--- src/rtl/srw_pkg.sv ---
package srw_pkg;
  typedef enum logic {
    CAUSE_SUPPLY = 1'b0,
    CAUSE_WDOG   = 1'b1
  } cause_e;

  localparam logic [1:0] SEL_LONG  = 2'b00;
  localparam logic [1:0] SEL_MID   = 2'b01;
  localparam logic [1:0] SEL_SHORT = 2'b10;
  localparam logic [1:0] SEL_OFF   = 2'b11;
endpackage

--- src/rtl/srw_kick_cond.sv ---
module srw_kick_cond #(
  parameter int unsigned MIN_CYC = 50
) (
  input  logic clk,
  input  logic rst_n,
  input  logic kick_i,
  output logic fall_o
);
  localparam int unsigned CW = (MIN_CYC > 1) ? $clog2(MIN_CYC) : 1;
  localparam logic [CW-1:0] LAST = CW'(MIN_CYC - 1);

  logic [1:0]    sync_q;
  logic          filt_q, filt_d;
  logic [CW-1:0] run_q, run_d;
  logic          differ, done;

  always_comb begin
    differ = sync_q[1] ^ filt_q;
    done   = differ && (run_q == LAST);
    run_d  = (!differ || done) ? '0 : run_q + 1'b1;
    filt_d = done ? sync_q[1] : filt_q;
    fall_o = done && !sync_q[1];
  end

  always_ff @(posedge clk or negedge rst_n) begin
    if (!rst_n) begin
      sync_q <= 2'b00;
      filt_q <= 1'b0;
      run_q  <= '0;
    end else begin
      sync_q <= {sync_q[0], kick_i};
      filt_q <= filt_d;
      run_q  <= run_d;
    end
  end

  // a qualified falling edge needs the synchronized level already low in the previous cycle
  p_fall_needs_low_r7: assert property (@(posedge clk) disable iff (!rst_n)
    fall_o |-> $past(sync_q[1] == 1'b0));
endmodule

--- src/rtl/srw_wdog_timer.sv ---
module srw_wdog_timer
  import srw_pkg::*;
#(
  parameter int unsigned PERIOD_LONG  = 1400,
  parameter int unsigned PERIOD_MID   = 600,
  parameter int unsigned PERIOD_SHORT = 200
) (
  input  logic       clk,
  input  logic       rst_n,
  input  logic       tick_i,
  input  logic       hold_i,
  input  logic       kick_fall_i,
  input  logic [1:0] sel_i,
  output logic       expire_o
);
  localparam int unsigned MAXLM = (PERIOD_LONG > PERIOD_MID) ? PERIOD_LONG : PERIOD_MID;
  localparam int unsigned MAXP  = (MAXLM > PERIOD_SHORT) ? MAXLM : PERIOD_SHORT;
  localparam int unsigned CW    = $clog2(MAXP + 1);
  localparam logic [CW-1:0] LAST_LONG  = CW'(PERIOD_LONG - 1);
  localparam logic [CW-1:0] LAST_MID   = CW'(PERIOD_MID - 1);
  localparam logic [CW-1:0] LAST_SHORT = CW'(PERIOD_SHORT - 1);

  logic [CW-1:0] cnt_q, cnt_d, last;
  logic          run;

  always_comb begin
    case (sel_i)
      SEL_LONG:  last = LAST_LONG;
      SEL_MID:   last = LAST_MID;
      SEL_SHORT: last = LAST_SHORT;
      default:   last = '0;
    endcase
    run      = !hold_i && (sel_i != SEL_OFF);
    expire_o = run && tick_i && !kick_fall_i && (cnt_q >= last);
    if (!run || kick_fall_i || expire_o) cnt_d = '0;
    else if (tick_i)                     cnt_d = cnt_q + 1'b1;
    else                                 cnt_d = cnt_q;
  end

  always_ff @(posedge clk or negedge rst_n) begin
    if (!rst_n) cnt_q <= '0;
    else        cnt_q <= cnt_d;
  end

  // the count is held at zero while reset is active
  p_hold_clears_r10: assert property (@(posedge clk) disable iff (!rst_n)
    hold_i |=> (cnt_q == '0));
  // the disable code keeps the counter idle
  p_off_idle_r5: assert property (@(posedge clk) disable iff (!rst_n)
    (sel_i == SEL_OFF) |=> (cnt_q == '0));
  // the count never passes the longest period
  p_cnt_bounded_r4: assert property (@(posedge clk) disable iff (!rst_n)
    int'(cnt_q) < MAXP);
endmodule

--- src/rtl/srw_reset_seq.sv ---
module srw_reset_seq
  import srw_pkg::*;
#(
  parameter int unsigned STABLE_TICKS  = 200,
  parameter int unsigned WD_HOLD_TICKS = 200
) (
  input  logic   clk,
  input  logic   rst_n,
  input  logic   tick_i,
  input  logic   supply_ok_i,
  input  logic   expire_i,
  output logic   in_reset_o,
  output cause_e cause_o
);
  localparam int unsigned MAXH = (STABLE_TICKS > WD_HOLD_TICKS) ? STABLE_TICKS : WD_HOLD_TICKS;
  localparam int unsigned HW   = $clog2(MAXH + 1);
  localparam logic [HW-1:0] LAST_STABLE = HW'(STABLE_TICKS - 1);
  localparam logic [HW-1:0] LAST_WD     = HW'(WD_HOLD_TICKS - 1);

  logic          in_reset_q, in_reset_d;
  logic [HW-1:0] hold_q, hold_d, hold_last;
  cause_e        cause_q, cause_d;

  always_comb begin
    hold_last  = (cause_q == CAUSE_WDOG) ? LAST_WD : LAST_STABLE;
    in_reset_d = in_reset_q;
    hold_d     = hold_q;
    cause_d    = cause_q;
    if (!supply_ok_i) begin
      in_reset_d = 1'b1;
      hold_d     = '0;
      cause_d    = CAUSE_SUPPLY;
    end else if (in_reset_q) begin
      if (tick_i) begin
        if (hold_q >= hold_last) begin
          in_reset_d = 1'b0;
          hold_d     = '0;
        end else begin
          hold_d = hold_q + 1'b1;
        end
      end
    end else if (expire_i) begin
      in_reset_d = 1'b1;
      hold_d     = '0;
      cause_d    = CAUSE_WDOG;
    end
  end

  always_ff @(posedge clk or negedge rst_n) begin
    if (!rst_n) begin
      in_reset_q <= 1'b1;
      hold_q     <= '0;
      cause_q    <= CAUSE_SUPPLY;
    end else begin
      in_reset_q <= in_reset_d;
      hold_q     <= hold_d;
      cause_q    <= cause_d;
    end
  end

  assign in_reset_o = in_reset_q;
  assign cause_o    = cause_q;

  // a low supply flag forces reset with supply cause
  p_supply_low_r1: assert property (@(posedge clk) disable iff (!rst_n)
    !supply_ok_i |=> (in_reset_q && cause_q == CAUSE_SUPPLY));
  // release only happens on a tick with the supply good
  p_release_on_tick_r2: assert property (@(posedge clk) disable iff (!rst_n)
    $fell(in_reset_q) |-> $past(tick_i && supply_ok_i));
  // an expiry with good supply enters reset
  p_expire_enters_r8: assert property (@(posedge clk) disable iff (!rst_n)
    (expire_i && supply_ok_i) |=> in_reset_q);
  // the watchdog cause only appears after an expiry
  p_wdog_cause_r11: assert property (@(posedge clk) disable iff (!rst_n)
    $rose(cause_q == CAUSE_WDOG) |-> $past(expire_i));
endmodule

--- src/rtl/sup_rst_wdog.sv ---
module sup_rst_wdog
  import srw_pkg::*;
#(
  parameter bit          ACTIVE_HIGH   = 1'b1,
  parameter int unsigned KICK_MIN_CYC  = 50,
  parameter int unsigned STABLE_TICKS  = 200,
  parameter int unsigned WD_HOLD_TICKS = 200,
  parameter int unsigned PERIOD_LONG   = 1400,
  parameter int unsigned PERIOD_MID    = 600,
  parameter int unsigned PERIOD_SHORT  = 200
) (
  input  logic       clk,
  input  logic       rst_n,
  input  logic       tick_i,
  input  logic       supply_ok_i,
  input  logic       kick_i,
  input  logic [1:0] period_sel_i,
  output logic       reset_o,
  output logic       cause_wdog_o
);
  logic   kick_fall;
  logic   expire;
  logic   in_reset;
  cause_e cause;

  srw_kick_cond #(.MIN_CYC(KICK_MIN_CYC)) u_kick (
    .clk    (clk),
    .rst_n  (rst_n),
    .kick_i (kick_i),
    .fall_o (kick_fall)
  );

  srw_wdog_timer #(
    .PERIOD_LONG  (PERIOD_LONG),
    .PERIOD_MID   (PERIOD_MID),
    .PERIOD_SHORT (PERIOD_SHORT)
  ) u_wdog (
    .clk         (clk),
    .rst_n       (rst_n),
    .tick_i      (tick_i),
    .hold_i      (in_reset),
    .kick_fall_i (kick_fall),
    .sel_i       (period_sel_i),
    .expire_o    (expire)
  );

  srw_reset_seq #(
    .STABLE_TICKS  (STABLE_TICKS),
    .WD_HOLD_TICKS (WD_HOLD_TICKS)
  ) u_seq (
    .clk         (clk),
    .rst_n       (rst_n),
    .tick_i      (tick_i),
    .supply_ok_i (supply_ok_i),
    .expire_i    (expire),
    .in_reset_o  (in_reset),
    .cause_o     (cause)
  );

  generate
    if (ACTIVE_HIGH) begin : g_pol_hi
      assign reset_o = in_reset;
    end else begin : g_pol_lo
      assign reset_o = ~in_reset;
    end
  endgenerate

  assign cause_wdog_o = (cause == CAUSE_WDOG);
endmodule

--- config.mk ---
export PLATFORM = sky130hd
export DESIGN_NAME = sup_rst_wdog
export DESIGN_NICKNAME = d
export VERILOG_FILES = /design/src/rtl/srw_pkg.sv /design/src/rtl/srw_kick_cond.sv /design/src/rtl/srw_wdog_timer.sv /design/src/rtl/srw_reset_seq.sv /design/src/rtl/sup_rst_wdog.sv
export SDC_FILE = /design/constraint.sdc
export NUM_CORES = 1
export LEC_CHECK = 0
export BUFFER_PORTS_ARGS = -buffer_cell sky130_fd_sc_hd__buf_4
export CORE_UTILIZATION = 55
export DETAILED_ROUTE_END_ITERATION = 6
export PLACE_DENSITY = 0.73
export SETUP_SLACK_MARGIN = 0.05
export SLEW_MARGIN = 20
export SYNTH_ARGS = -nofsm -noshare
export SYNTH_HDL_FRONTEND = slang
export SYNTH_SLANG_ARGS = --single-unit
--- constraint.sdc ---
create_clock -name clk -period 2.36 [get_ports clk]
set_input_delay 0 -clock clk [delete_from_list [all_inputs] [get_ports clk]]
set_output_delay 0 -clock clk [all_outputs]
set_load 0.02 [all_outputs]
==> out/results.txt <==
The run finished with clean final reports. The detail route stage leaves a number of antenna-violating nets equal to 0. The initial utilization of the core area, before any placement, comes to 57.5%.

For the pin with the worst max-slew slack, the measured transition is 0.774 ns. The signal on the critical path passes through ha_1 > and4_4 > nor3b_2 > a21oi_4 > a21boi_4 > o31ai_1. The final weighted congestion in routability-driven placement was 0.864. Largest area contributor in the synthesized netlist: sky130_fd_sc_hd__dfrtp_1. The largest net degree at the start of global routing was 31; the netlist area before placement was 1930 um2. After synthesis, the cell types taking the most area are sky130_fd_sc_hd__dfrtp_1, sky130_fd_sc_hd__ha_1, sky130_fd_sc_hd__nand2_1. Summed over all layers, the global routing overflow is 0.

The layout overhead on the synthesized area was 10.2%. By instance count, the leading cell after synthesis is sky130_fd_sc_hd__dfrtp_1. The slowest library cell on the worst path was sky130_fd_sc_hd__dfrtp_1. The number of vias in the routed layout is 1605.

The number of antenna violations at the first check in global routing is 0, and the maximum count of clock buffers along a single path is 2. At the end of the flow, the number of nets in the layout was 247. The leakage power summed over all cells was 0.916 nW. In this design, the stage delay of the slowest critical-path cell is 0.45 ns. In the synthesized netlist the dominant register cell turns out to be sky130_fd_sc_hd__dfrtp_1. For the final worst-path setup slack, the log shows 0.204 ns.

Arrival time reported for the critical path endpoint: 2.40 ns. Across the VDD grid, the largest voltage drop is 0.217 mV. TritonCTS built the clock tree. In this run the worst hold path is classified as in -> async. Static timing analysis puts the maximum clock frequency at 0.464 GHz.

9 I/O pins were placed. After the first detailed-routing iteration, the DRC count stood at 117. When the netlist entered floorplanning its net count stood at 231. The number of vias per cell after detailed routing came out at 5.88. Measured against its own limit, the worst slew margin works out to 48.2%. The antenna diode instance count was 0; the number of buffers inserted for hold repair after clock tree synthesis was 4. Number of enable-type register cells in the synthesized netlist: 0. The number of endpoints with negative hold slack in the final report is 0, and the cell area after layout is 2130 um2. The required time reported for the critical path endpoint was 2.60 ns; the setup total negative slack was 0 ns.

The critical path is of the reg -> reg type. The number of global-route vias before repair was 1546. The logs give 3360 um2 for the core outline area and 0 for the max capacitance violation total. Summing all placed instances gives a cell area of 2040 um2. The die covers 3760 um2.

Maximum fanout along the worst path: 15. The share of the Yosys chip area taken by registers is 38.9%. The power density normalized to cell area was 424 nW/um2; the total count of max-transition violations in the final report was 0.

The first detailed-routing pass took 5 iterations. The average cell area after synthesis is 9.21 um2. The post-route fraction of the period consumed by the critical path works out to 91.3%.

The number of setup buffers added after CTS was 0; the post-CTS resize count was 0. STA classifies the critical path startpoint as a flop. Subtracting the final worst setup slack from the clock period gives 2.16 ns. For the wire length of the first global-routing pass, the log shows 6.89 mm. The clock tree synthesis step divided the H-tree into 2 levels.

Setup violations remaining at the end of the flow were counted as 0. The number of buffer cells added on primary ports is 8, and the final routed wire length divided by cell count is 15.1 um. The routed design has 4.12 mm of wire.

Prior to clock tree synthesis, the placed netlist has a worst setup slack of 0.192 ns. The category of the worst setup path capture point was a flop. Across the routed clock network, the largest skew measured is 0.0111 ns.

The async set-or-reset flop fraction in the synthesized netlist came out at 100%. The clock drives 30 sinks. The commonest cells after synthesis are sky130_fd_sc_hd__dfrtp_1, sky130_fd_sc_hd__nand2_1, sky130_fd_sc_hd__nor2_1, sky130_fd_sc_hd__nand3_1, sky130_fd_sc_hd__inv_1. The clock reaches the later pin of the worst-skew pair after 0.34 ns.

The tools report the buffer cell driving the clock tree root as sky130_fd_sc_hd__clkbuf_4. Global routing used 25.7% of the available tracks. The chip height came out at 61.3 um. The logic depth of the worst register-to-register path is 6. Counting the buffers created by CTS gives 5. The fraction of final layout cells with drive strength greater than 1 came out at 13.2%.

The layout has 278 filler cells. In this run the horizontal extent of the chip is 61.3 um. For the final routed DRC violation total, the log shows 0.

Clock-pin slew was measured on the worst setup and hold paths at 0.10 ns. Of the post-synthesis cell area, the dominant cell type holds 37.5%. The Yosys step of the flow raised 0 warnings. At the end of the flow the core is filled with cells to 63.4%.

The number of different library cells used by synthesis comes to 43. Setup repair after global routing left no endpoint under its margin. The post-synthesis sequential element count is 30, and the final HPWL from detailed placement is 2.97 mm. The logs give 0.114 ns for the final-layout worst hold slack and 210 for the cell count after synthesis. The floorplan has 21 rows.
==> layout make-up <==
cell class / instances / area, um2 / area share [%]
Clock inverter: 2 / 10.0 / 0.470
Inverter: 15 / 56.3 / 2.64
Timing Repair Buffer: 15 / 123 / 5.75
Clock buffer: 6 / 41.3 / 1.94
Multi-Input combinational cell: 159 / 1090 / 51.2
Sequential cell: 30 / 752 / 35.3
Tap cell: 46 / 57.6 / 2.70
==> report_power, final <==
| part | switching, W | total, W | leakage (nW) | internal, W |
|---|---|---|---|---|
| registers | 0.00000952 | 0.000531 | 0.407 | 0.000522 |
| logic | 0.0000470 | 0.0000794 | 0.476 | 0.0000324 |
| clock network | 0.000180 | 0.000293 | 0.0320 | 0.000113 |
| total | 0.000237 | 0.000904 | 0.916 | 0.000667 |
==> stage by stage <==
step	std cells	power [W]
after floorplan	210	0.000581
after global placement	261	0.000610
after detailed placement	261	0.000615
after CTS	273	0.000913
after global routing	273	0.000946
final	273	0.000904
==> worst max-delay path, delay by kind of cell, from the launching register on <==
family | cells | cell delay (ns)
AO/OA/AOI/OAI | 3 | 0.90
flip-flops | 1 | 0.45
adder cells (fa/ha/maj) | 1 | 0.33
AND/OR/NAND/NOR | 2 | 0.38
==> logic make-up (layout without fill, tap and decap cells) <==
family / count (synthesis) / count (layout) / share of synthesized area [%]
buffers and inverters: 21 / 38 / 4.66
and+or+nand+nor: 92 / 92 / 24.2
muxes: 4 / 4 / 2.07
DFF: 30 / 30 / 38.9
adders and majority gates: 14 / 14 / 9.06
AOI/OAI and AO/OA: 42 / 42 / 17.9
xor gates and xnor gates: 7 / 7 / 3.17
==> routing by layer <==
layer  vias up  track usage, %  routed length, um
li1        794               -                  -
met1       761            30.5               1780
met2        39            43.9               2060
met3        11            5.04                162
met4         0            14.0                119
met5         -               0                  0
==> layout by cell type (no fill, tap or decap), types with 2 or more instances in the layout <==
| cell type | instances |
|---|---|
| sky130_fd_sc_hd__nand2_1 | 25 |
| sky130_fd_sc_hd__o32ai_1 | 6 |
| sky130_fd_sc_hd__mux2i_1 | 4 |
| sky130_fd_sc_hd__nand3b_1 | 2 |
| sky130_fd_sc_hd__nor3_1 | 6 |
| sky130_fd_sc_hd__dlygate4sd3_1 | 4 |
| sky130_fd_sc_hd__a21oi_1 | 7 |
| sky130_fd_sc_hd__nor2b_1 | 3 |
| sky130_fd_sc_hd__xor2_1 | 5 |
| sky130_fd_sc_hd__dfrtp_1 | 29 |
| sky130_fd_sc_hd__o211ai_1 | 3 |
| sky130_fd_sc_hd__and2_1 | 2 |
| sky130_fd_sc_hd__o21ai_1 | 8 |
| sky130_fd_sc_hd__buf_4 | 11 |
| sky130_fd_sc_hd__nand2b_1 | 2 |
| sky130_fd_sc_hd__a41oi_1 | 4 |
| sky130_fd_sc_hd__clkbuf_4 | 5 |
| sky130_fd_sc_hd__clkinv_2 | 2 |
| sky130_fd_sc_hd__o21a_1 | 2 |
| sky130_fd_sc_hd__ha_1 | 14 |
| sky130_fd_sc_hd__nand4_1 | 9 |
| sky130_fd_sc_hd__inv_1 | 15 |
| sky130_fd_sc_hd__xnor2_1 | 2 |
| sky130_fd_sc_hd__nand3_1 | 17 |
| sky130_fd_sc_hd__nor2_1 | 19 |
| sky130_fd_sc_hd__o21ai_0 | 2 |
==> state kept, by name, summed over array words and instances (netlist names) <==
| register | flops |
|---|---|
| u_kick.filt_q | 1 |
| u_kick.run_q | 6 |
| u_kick.sync_q | 2 |
| u_seq.cause_o | 1 |
| u_seq.hold_q | 8 |
| u_seq.in_reset_o | 1 |
| u_wdog.cnt_q | 11 |
==> final timing paths <==
path	startpoint	endpoint	slack, ns
max	u_wdog.cnt_q[7]$_DFFE_PN0P_	u_seq.hold_q[1]$_DFFE_PN0P_	0.20
min	rst_n	u_kick.run_q[4]$_DFF_PN0_	0.11
max reg2reg	u_wdog.cnt_q[7]$_DFFE_PN0P_	u_seq.hold_q[1]$_DFFE_PN0P_	0.20
min reg2reg	u_kick.sync_q[0]$_DFF_PN0_	u_kick.sync_q[1]$_DFF_PN0_	0.37
max in group asynchronous	rst_n	u_seq.in_reset_o$_DFF_PN1_	1.93
min in group clk	period_sel_i[0]	u_wdog.cnt_q[3]$_DFFE_PN0P_	0.23
No activity file was read; power rests on OpenSTA's default activity.
